`config.mk`:
```
export PLATFORM = sky130hd
export DESIGN_NAME = mac_unit
export DESIGN_NICKNAME = d
export VERILOG_FILES = /design/src/rtl/mac_pkg.sv /design/src/rtl/mac_operands.sv /design/src/rtl/mac_accum.sv /design/src/rtl/mac_unload.sv /design/src/rtl/mac_unit.sv
export SDC_FILE = /design/constraint.sdc
export NUM_CORES = 1
export LEC_CHECK = 0
export CELL_PAD_IN_SITES_DETAIL_PLACEMENT = 1
export CELL_PAD_IN_SITES_GLOBAL_PLACEMENT = 2
export CORE_UTILIZATION = 39
export CTS_BUF_LIST = sky130_fd_sc_hd__clkbuf_8
export DETAILED_ROUTE_END_ITERATION = 12
export HOLD_SLACK_MARGIN = 0.02
export PLACE_DENSITY_LB_ADDON = 0.3
export SETUP_SLACK_MARGIN = 0.5
export SYNTH_ARGS = -nofsm -noshare
export SYNTH_HDL_FRONTEND = slang
export SYNTH_HIERARCHICAL = 1
export SYNTH_SLANG_ARGS = --single-unit
```
`constraint.sdc`:
```
create_clock -name clk_i -period 9.7 [get_ports clk_i]
set_clock_uncertainty 0.15 [all_clocks]
set_input_delay 1.94 -clock clk_i [delete_from_list [all_inputs] [get_ports clk_i]]
set_output_delay 1.94 -clock clk_i [all_outputs]
set_load 0.02 [all_outputs]
```
`src/rtl/mac_pkg.sv`:
```
package mac_pkg;
  typedef enum logic [1:0] {
    UNL_NONE  = 2'b00,
    UNL_WORD  = 2'b01,
    UNL_GUARD = 2'b10,
    UNL_RSVD  = 2'b11
  } unload_e;
endpackage

```
`src/rtl/mac_operands.sv`:
```
module mac_operands #(
  parameter int OP_W = 16
) (
  input  logic            clk_i,
  input  logic            rst_ni,
  input  logic [OP_W-1:0] dm_i,
  input  logic [OP_W-1:0] pm_i,
  input  logic [OP_W-1:0] rb_i,
  input  logic            ld_x_i,
  input  logic            x_sel_i,
  input  logic            ld_y_i,
  input  logic            y_sel_i,
  output logic [OP_W-1:0] x_o,
  output logic [OP_W-1:0] y_o
);
  localparam int NREG = 2;

  logic [NREG-1:0][OP_W-1:0] alt_src;
  logic [NREG-1:0]           ld, sel;
  logic [NREG-1:0][OP_W-1:0] q;

  // lane 0 = X (alt source result bus), lane 1 = Y (alt source program memory)
  assign alt_src = {pm_i, rb_i};
  assign ld      = {ld_y_i, ld_x_i};
  assign sel     = {y_sel_i, x_sel_i};

  for (genvar g = 0; g < NREG; g++) begin : g_reg
    logic [OP_W-1:0] d;
    assign d = sel[g] ? alt_src[g] : dm_i;
    always_ff @(posedge clk_i or negedge rst_ni) begin
      if (!rst_ni)    q[g] <= '0;
      else if (ld[g]) q[g] <= d;
    end
  end

  assign x_o = q[0];
  assign y_o = q[1];
endmodule

```
`src/rtl/mac_accum.sv`:
```
module mac_accum #(
  parameter int OP_W    = 16,
  parameter int BUS_W   = 32,
  parameter int GUARD_W = 8
) (
  input  logic               clk_i,
  input  logic               rst_ni,
  input  logic [OP_W-1:0]    x_i,
  input  logic [OP_W-1:0]    y_i,
  input  logic               mac_en_i,
  input  logic               mul_only_i,
  input  logic               acc_clr_i,
  output logic [BUS_W-1:0]   lo_o,
  output logic [GUARD_W-1:0] hi_o
);
  localparam int PROD_W = 2 * OP_W;
  localparam int ACC_W  = BUS_W + GUARD_W;

  logic signed [PROD_W-1:0] prod;
  logic signed [ACC_W-1:0]  prod_ext, acc_q, acc_d;

  assign prod     = PROD_W'($signed(x_i)) * PROD_W'($signed(y_i));
  assign prod_ext = ACC_W'(prod);

  always_comb begin
    acc_d = acc_q;
    if (mac_en_i) begin
      if (mul_only_i || acc_clr_i) acc_d = prod_ext;  // bypass adder
      else                         acc_d = acc_q + prod_ext;
    end else if (acc_clr_i) begin
      acc_d = '0;
    end
  end

  always_ff @(posedge clk_i or negedge rst_ni) begin
    if (!rst_ni) acc_q <= '0;
    else         acc_q <= acc_d;
  end

  assign lo_o = acc_q[BUS_W-1:0];
  assign hi_o = acc_q[ACC_W-1:BUS_W];
endmodule

```
`src/rtl/mac_unload.sv`:
```
module mac_unload
  import mac_pkg::*;
#(
  parameter int BUS_W   = 32,
  parameter int GUARD_W = 8
) (
  input  unload_e            mode_i,
  input  logic [BUS_W-1:0]   lo_i,
  input  logic [GUARD_W-1:0] hi_i,
  output logic [BUS_W-1:0]   bus_o,
  output logic               valid_o
);
  localparam int LO_W = GUARD_W;
  localparam int HI_W = BUS_W - LO_W;

  logic [HI_W-1:0] up_lane;
  logic [LO_W-1:0] dn_lane;

  always_comb begin
    up_lane = '0;
    dn_lane = '0;
    valid_o = 1'b0;
    unique case (mode_i)
      UNL_WORD: begin
        up_lane = lo_i[BUS_W-1:LO_W];
        dn_lane = lo_i[LO_W-1:0];
        valid_o = 1'b1;
      end
      UNL_GUARD: begin
        up_lane = {HI_W{hi_i[GUARD_W-1]}};
        dn_lane = hi_i;
        valid_o = 1'b1;
      end
      default: ;
    endcase
  end

  assign bus_o = {up_lane, dn_lane};
endmodule

```
`src/rtl/mac_unit.sv`:
```
module mac_unit
  import mac_pkg::*;
#(
  parameter int OP_W    = 16,
  parameter int BUS_W   = 32,
  parameter int GUARD_W = 8
) (
  input  logic             clk_i,
  input  logic             rst_ni,
  input  logic [OP_W-1:0]  dm_bus_i,
  input  logic [OP_W-1:0]  pm_bus_i,
  input  logic [BUS_W-1:0] r_bus_i,
  input  logic             ld_x_i,
  input  logic             x_sel_i,
  input  logic             ld_y_i,
  input  logic             y_sel_i,
  input  logic             mac_en_i,
  input  logic             mul_only_i,
  input  logic             acc_clr_i,
  input  logic [1:0]       unload_i,
  output logic [BUS_W-1:0] r_bus_o,
  output logic             r_valid_o
);
  logic [OP_W-1:0]    x_q, y_q;
  logic [BUS_W-1:0]   mr_lo;
  logic [GUARD_W-1:0] mr_hi;
  logic               unused_rbus;

  assign unused_rbus = ^r_bus_i[BUS_W-1:OP_W];

  mac_operands #(.OP_W(OP_W)) u_ops (
    .clk_i   (clk_i),
    .rst_ni  (rst_ni),
    .dm_i    (dm_bus_i),
    .pm_i    (pm_bus_i),
    .rb_i    (r_bus_i[OP_W-1:0]),
    .ld_x_i  (ld_x_i),
    .x_sel_i (x_sel_i),
    .ld_y_i  (ld_y_i),
    .y_sel_i (y_sel_i),
    .x_o     (x_q),
    .y_o     (y_q)
  );

  mac_accum #(.OP_W(OP_W), .BUS_W(BUS_W), .GUARD_W(GUARD_W)) u_acc (
    .clk_i      (clk_i),
    .rst_ni     (rst_ni),
    .x_i        (x_q),
    .y_i        (y_q),
    .mac_en_i   (mac_en_i),
    .mul_only_i (mul_only_i),
    .acc_clr_i  (acc_clr_i),
    .lo_o       (mr_lo),
    .hi_o       (mr_hi)
  );

  mac_unload #(.BUS_W(BUS_W), .GUARD_W(GUARD_W)) u_unl (
    .mode_i  (unload_e'(unload_i)),
    .lo_i    (mr_lo),
    .hi_i    (mr_hi),
    .bus_o   (r_bus_o),
    .valid_o (r_valid_o)
  );
endmodule

```
==> results of run 1 <==
==> path summary, 6_finish.rpt <==
kind / depth (start not counted) / endpoint / slack [ns] / startpoint
worst max-delay path: 33 / u_acc/acc_q[39] / 0.97 / u_ops/x_o[11]
worst min-delay path: 2 / u_acc/acc_q[31] / 0.38 / u_acc/acc_q[31]
worst max register to register: 33 / u_acc/acc_q[39] / 0.97 / u_ops/x_o[11]
worst min register to register: 2 / u_acc/acc_q[31] / 0.38 / u_acc/acc_q[31]
max in group asynchronous: 2 / u_ops/x_o[15] / 6.95 / rst_ni
min in group asynchronous: 1 / u_acc/acc_q[31] / 1.27 / rst_ni
==> stage by stage <==
stage | hold slack (ns) | instances
2_1_floorplan | 0.3281 | 1733
3_3_place_gp | 0.3571 | 2302
3_5_place_dp | 0.3647 | 2302
4_1_cts | 0.3876 | 2318
5_1_grt | 0.4168 | 2323
6_report | 0.3777 | 2323
==> cell usage after synthesis, types with 20 or more instances <==
library cell  count  share of area [%]
a21o_1           27                1.3
xor2_1           20                1.1
ha_1            124                 10
a21oi_1          94                3.0
a21oi_2          27                1.5
and2_1          130                5.3
fa_1            263                 34
clkbuf_1         51                1.2
nand2_1         185                4.5
mux2i_1          35                2.3
inv_1           304                7.4
dfrtp_1          72                 12
o21ai_0          64                2.1
nor2_1          101                2.5
a22oi_1          24                1.2
xnor2_1          45                2.5
==> routing by layer <==
layer | track usage (%) | vias to the layer above | wire length [um]
li1 | - | 5627 | -
met1 | 29.97 | 6297 | 19800
met2 | 40.50 | 153 | 22580
met3 | 1.992 | 34 | 1030
met4 | 4.978 | 0 | 540
met5 | 0 | - | 0
==> what timing repair did <==
item                                    4_1_cts  5_1_grt
pin swaps                                     0        3
endpoints found under the setup margin        1       10
setup buffers                                 0        5
gates resized for setup                       3       32
==> final cells by class <==
class,count,share of cell area [%]
timing repair buffer,127,6.848
inverter,304,6.630
clock inverter,5,0.3271
clock buffer,11,0.8796
tap,518,3.766
multi-input combinational,1286,70.92
sequential,72,10.63
==> sequential cells by signal, summed over array words and instances, names as in the netlist <==
signal / cells
u_acc/acc_q: 40
u_ops/x_o: 16
u_ops/y_o: 16
==> logic make-up after synthesis <==
group           Yosys count  synth area share, %
simple gates            477                14.74
fa+ha+maj               387                44.06
buf+inv                 375                9.891
compound gates          322                13.72
flops                    72                11.65
xor+xnor                 65                3.680
mux                      35                2.264
==> worst reg2reg max path, delay by kind of cell (launching register included) <==
kind	cells	cell delay, ns
mux	1	0.15
fa+ha+maj	8	3.75
flops	1	0.46
simple gates	4	0.68
compound gates	14	2.84
buf+inv	5	0.42
xor+xnor	1	0.21
==> results.ini, run 1 <==
[grt]
grt_pass1_vias = 13470
grt_max_degree = 52
grt_pass1_wl_um = 72760
grt_usage_pct = 22.75
antenna_found_initial = 0
grt.overflow.total = 0

[die]
die_h_um = 201.2
core-area_mm2 = 0.03892
num_rows = 72
die_area_mm2 = 0.04047
initial_core_util_pct = 39.75
die_w_um = 201.2
io_pins = 108

[timing]
setup_slack_ns = 0.9683
hold_violations = 0
report.final.slew_viol_count = 0
rsz0062_at_grt = false
min_period_over_period_pct = 90.02
fmax_mhz = 114.5
min_period_ns = 8.732
slew_headroom_pct = 14.24
tightest_slew_ns = 1.282
finalSetupTns_ns = 0
finalSetupViolations = 0

[worst_setup_path]
startpoint_type = register
cp_top_family = adder cells
cp-end-kind = register
cp.required_ns = 9.89
cp.arrival_ns = 8.92
timing.critical_path.mode_cell = fa_1
crit_buf_inv = 5
slowest_delay_ns = 0.53
crit_type = register to register
slowest_stage = fa_1
critPathMaxFanout = 12

[logic_synthesis]
synthesis.nets = 2195
async_reset_ff_share_pct = 100.0
synth_edf_count = 0
ys_warn_count = 6
ys.flop_type = dfrtp_1
synth_seq_cells = 72
synth.distinct_cells = 69
syn_area_per_cell_um2 = 8.927
synth_cells = 1733
synth_seq_area_share_pct = 11.65
syn_area_mm2 = 0.01547

[detailed_routing]
vias = 12110
routed_wl_um = 43950
dr.first_iter.drc_count = 456
firstDrtPassIters = 4
drtAntennaViolNets = 0
drc = 0
wire_per_inst_um = 18.92
via_per_inst = 5.214

[cells_and_area]
final_nets = 2262
final_cell_area_mm2 = 0.01721
final_common_cell = inv_1
drive_gt1_share_pct = 7.036
layout_common_cells = inv_1, fa_1, nand2_1, and2_1, ha_1
seq_area_mm2 = 0.001829
final_core_util_pct = 44.23
syn_to_final_growth_pct = 11.25
multiInputGateArea_mm2 = 0.01221
n_antenna_cell = 0
fillerInstances = 4553

[clock_network]
ctsHoldBuffers = 0
path_clk_slew_ns = 0.09
clk_latency_ns = 0.40
numCtsBuffers = 9
cts_sinks = 72
htree_num_levels = 3
cts-root-buf = clkbuf_8
clock_path_buffers = 2
cts_tree = built

[run]
drv_cap = 0

[min_path]
hold_class = register to register

[placement]
dp_hpwl_um = 36740
place_congestion = 0.8106
place_ws_ns = 0.4156
numPortBuffers = 91
placed_cell_area_mm2 = 0.01688

[outcome]
outcome = completed

Power of run 1 is left out: the tool's default activity adds up to more than one toggle a clock period on the data nets, which glitch-free logic cannot reach.
==> run 2, diff against run 1 <==
--- a/config.mk
+++ b/config.mk
@@ -12,6 +12,7 @@
 export DETAILED_ROUTE_END_ITERATION = 12
 export HOLD_SLACK_MARGIN = 0.02
 export PLACE_DENSITY_LB_ADDON = 0.3
+export REMOVE_ABC_BUFFERS = 1
 export SETUP_SLACK_MARGIN = 0.5
 export SYNTH_ARGS = -nofsm -noshare
 export SYNTH_HDL_FRONTEND = slang
==> constraint.sdc (replaced) <==
create_clock -name clk_i -period 9.7 [get_ports clk_i]
set_clock_uncertainty 0.15 [all_clocks]
set_input_delay 1.94 -clock clk_i [delete_from_list [all_inputs] [get_ports clk_i]]
set_output_delay 1.94 -clock clk_i [all_outputs]
set_load 0.05 [all_outputs]
==> run 2 against run 1 <==
Global-route usage increased by 0.45 points. Fmax decreased by 0.54%. Clock-buffer cell count decreased by 2. Critical endpoint unchanged. Cell count increased by 0.13%. Final area about the same. Critical path depth unchanged. Register-to-register slack got worse by 0.05 ns. Flip-flop and latch count unchanged. Worst setup slack got worse by 0.047 ns. Via count increased by 0.45%.
==> results.ini, run 2 (synthesis gave the netlist of run 1 again) <==
[outcome]
outcome = completed

[worst_setup_path]
r2r_cells = 33  ; unchanged
crit_type = register to register
cp.required_ns = 9.91  ; +0.02 ns
cp.arrival_ns = 8.99  ; +0.07 ns
startpoint_type = register
crit_buf_inv = 5  ; unchanged
critPathMaxFanout = 11  ; -1
timing.critical_path.mode_cell = fa_1
cp_top_family = adder cells
cp-end-kind = register
slowest_stage = dfrtp_4
slowest_delay_ns = 0.58  ; +0.05 ns
cp_num_cells = 33  ; unchanged

[timing]
rsz0062_at_grt = true
hold_slack_ns = 0.3841  ; +0.006398 ns
finalSetupViolations = 0  ; unchanged
min_period_over_period_pct = 90.51  ; +0.49 points
hold_violations = 0  ; unchanged
slew_headroom_pct = 14.83  ; +0.59 points
report.final.slew_viol_count = 0  ; unchanged
tightest_slew_ns = 1.273  ; -0.008835 ns
fmax_mhz = 113.9  ; -0.54%
finalSetupTns_ns = 0  ; unchanged
min_period_ns = 8.779  ; +0.04750 ns

[die]
core-area_mm2 = 0.03892  ; unchanged
die_h_um = 201.2  ; unchanged
initial_core_util_pct = 39.75  ; unchanged
die_w_um = 201.2  ; unchanged
num_rows = 72  ; unchanged
io_pins = 108  ; unchanged
die_area_mm2 = 0.04047  ; unchanged

[clock_network]
cts-root-buf = clkbuf_8
cts_tree = built
path_clk_slew_ns = 0.10  ; about the same
clk_latency_ns = 0.41  ; about the same
cts_sinks = 72  ; unchanged
numCtsBuffers = 9  ; unchanged
clock_path_buffers = 2  ; unchanged
htree_num_levels = 3  ; unchanged
ctsHoldBuffers = 0  ; unchanged

[detailed_routing]
vias = 12170  ; +0.45%
drc = 0  ; unchanged
routed_wl_um = 44280  ; +0.75%
firstDrtPassIters = 5  ; +1
via_per_inst = 5.230  ; +0.32%
wire_per_inst_um = 19.04  ; +0.62%
drtAntennaViolNets = 0  ; unchanged
dr.first_iter.drc_count = 439  ; -3.7%

[cells_and_area]
n_antenna_cell = 0  ; unchanged
top_register = u_acc/acc_q
seq_area_mm2 = 0.001832  ; +0.14%
drive_gt1_share_pct = 7.246  ; +0.21 points
instances_no_fill = 2326  ; +0.13%
layout_common_cells = inv_1, fa_1, nand2_1, and2_1, ha_1
final_common_cell = inv_1
syn_to_final_growth_pct = 11.18  ; about the same
fillerInstances = 4595  ; +0.92%
final_nets = 2266  ; +0.18%
multiInputGateArea_mm2 = 0.01220  ; about the same
largest_register_ffs = 40  ; unchanged

[grt]
grt_pass1_vias = 13640  ; +1.2%
grt_usage_pct = 23.20  ; +0.45 points
grt_pass1_wl_um = 73430  ; +0.92%
grt_max_degree = 50  ; -3.8%
antenna_found_initial = 0  ; unchanged
grt.overflow.total = 0  ; unchanged

[placement]
dp_hpwl_um = 35790  ; -2.6%
place_congestion = 0.8366  ; +3.2%
numPortBuffers = 91  ; unchanged
placed_cells = 2303  ; +0.043%

[min_path]
hold_depth = 2  ; unchanged
hold_class = register to register

[run]
drv_cap = 0  ; unchanged

-- run 2: worst register-to-register path, delay by kind of cell, from the launching register on --
kind / cells / cell delay, ns
AOI/OAI and AO/OA: 14 / 2.98
xor gates and xnor gates: 1 / 0.17
buffers and inverters: 5 / 0.40
and+or+nand+nor: 4 / 0.66
muxes: 1 / 0.14
DFF: 1 / 0.58
adders and majority gates: 8 / 3.70
-- run 2: layout make-up --
class	instances	area share [%]
inverters	304	6.634
clock buffers	9	0.7202
repair buffers	131	7.100
flip-flops and latches	72	10.65
clock inverters	6	0.2182
multi-input cells	1286	70.91
well taps	518	3.768
-- run 2: metrics by stage --
stage          setup slack [ns]  cell area (um^2)  utilization (%)
3_3_place_gp             0.6383             16880            43.38
2_1_floorplan             1.481             15080                -
5_1_grt                  0.4672             17200            44.20
4_1_cts                  0.5278             17050            43.81
3_5_place_dp             0.4926             16880            43.38
6_report                 0.9208             17200            44.20
-- run 2: repair_timing --
item | CTS | global route
endpoints found under the setup margin | 4 | 12
resized for setup | 4 | 30
setup buffers | 0 | 8
pin swaps | 0 | 2
-- run 2: routing by layer --
metal,share of wire [%],vias to the layer above,GRT usage (%)
met1,46,6318,31.38
met2,50,176,39.63
li1,-,5632,-
met3,2.8,39,2.575
met5,0,-,0
met4,1.6,0,5.736
-- run 2: final timing paths --
path                              endpoint            start  slack, ns
setup / recovery           u_acc/acc_q[39]     u_ops/y_o[4]       0.92
max in group asynchronous     u_ops/y_o[4]           rst_ni       6.99
setup reg to reg           u_acc/acc_q[39]     u_ops/y_o[4]       0.92
min in group asynchronous  u_acc/acc_q[33]           rst_ni       1.27
hold reg to reg            u_acc/acc_q[31]  u_acc/acc_q[31]       0.38
hold / removal             u_acc/acc_q[31]  u_acc/acc_q[31]       0.38
Power of run 2 is left out for the same reason.
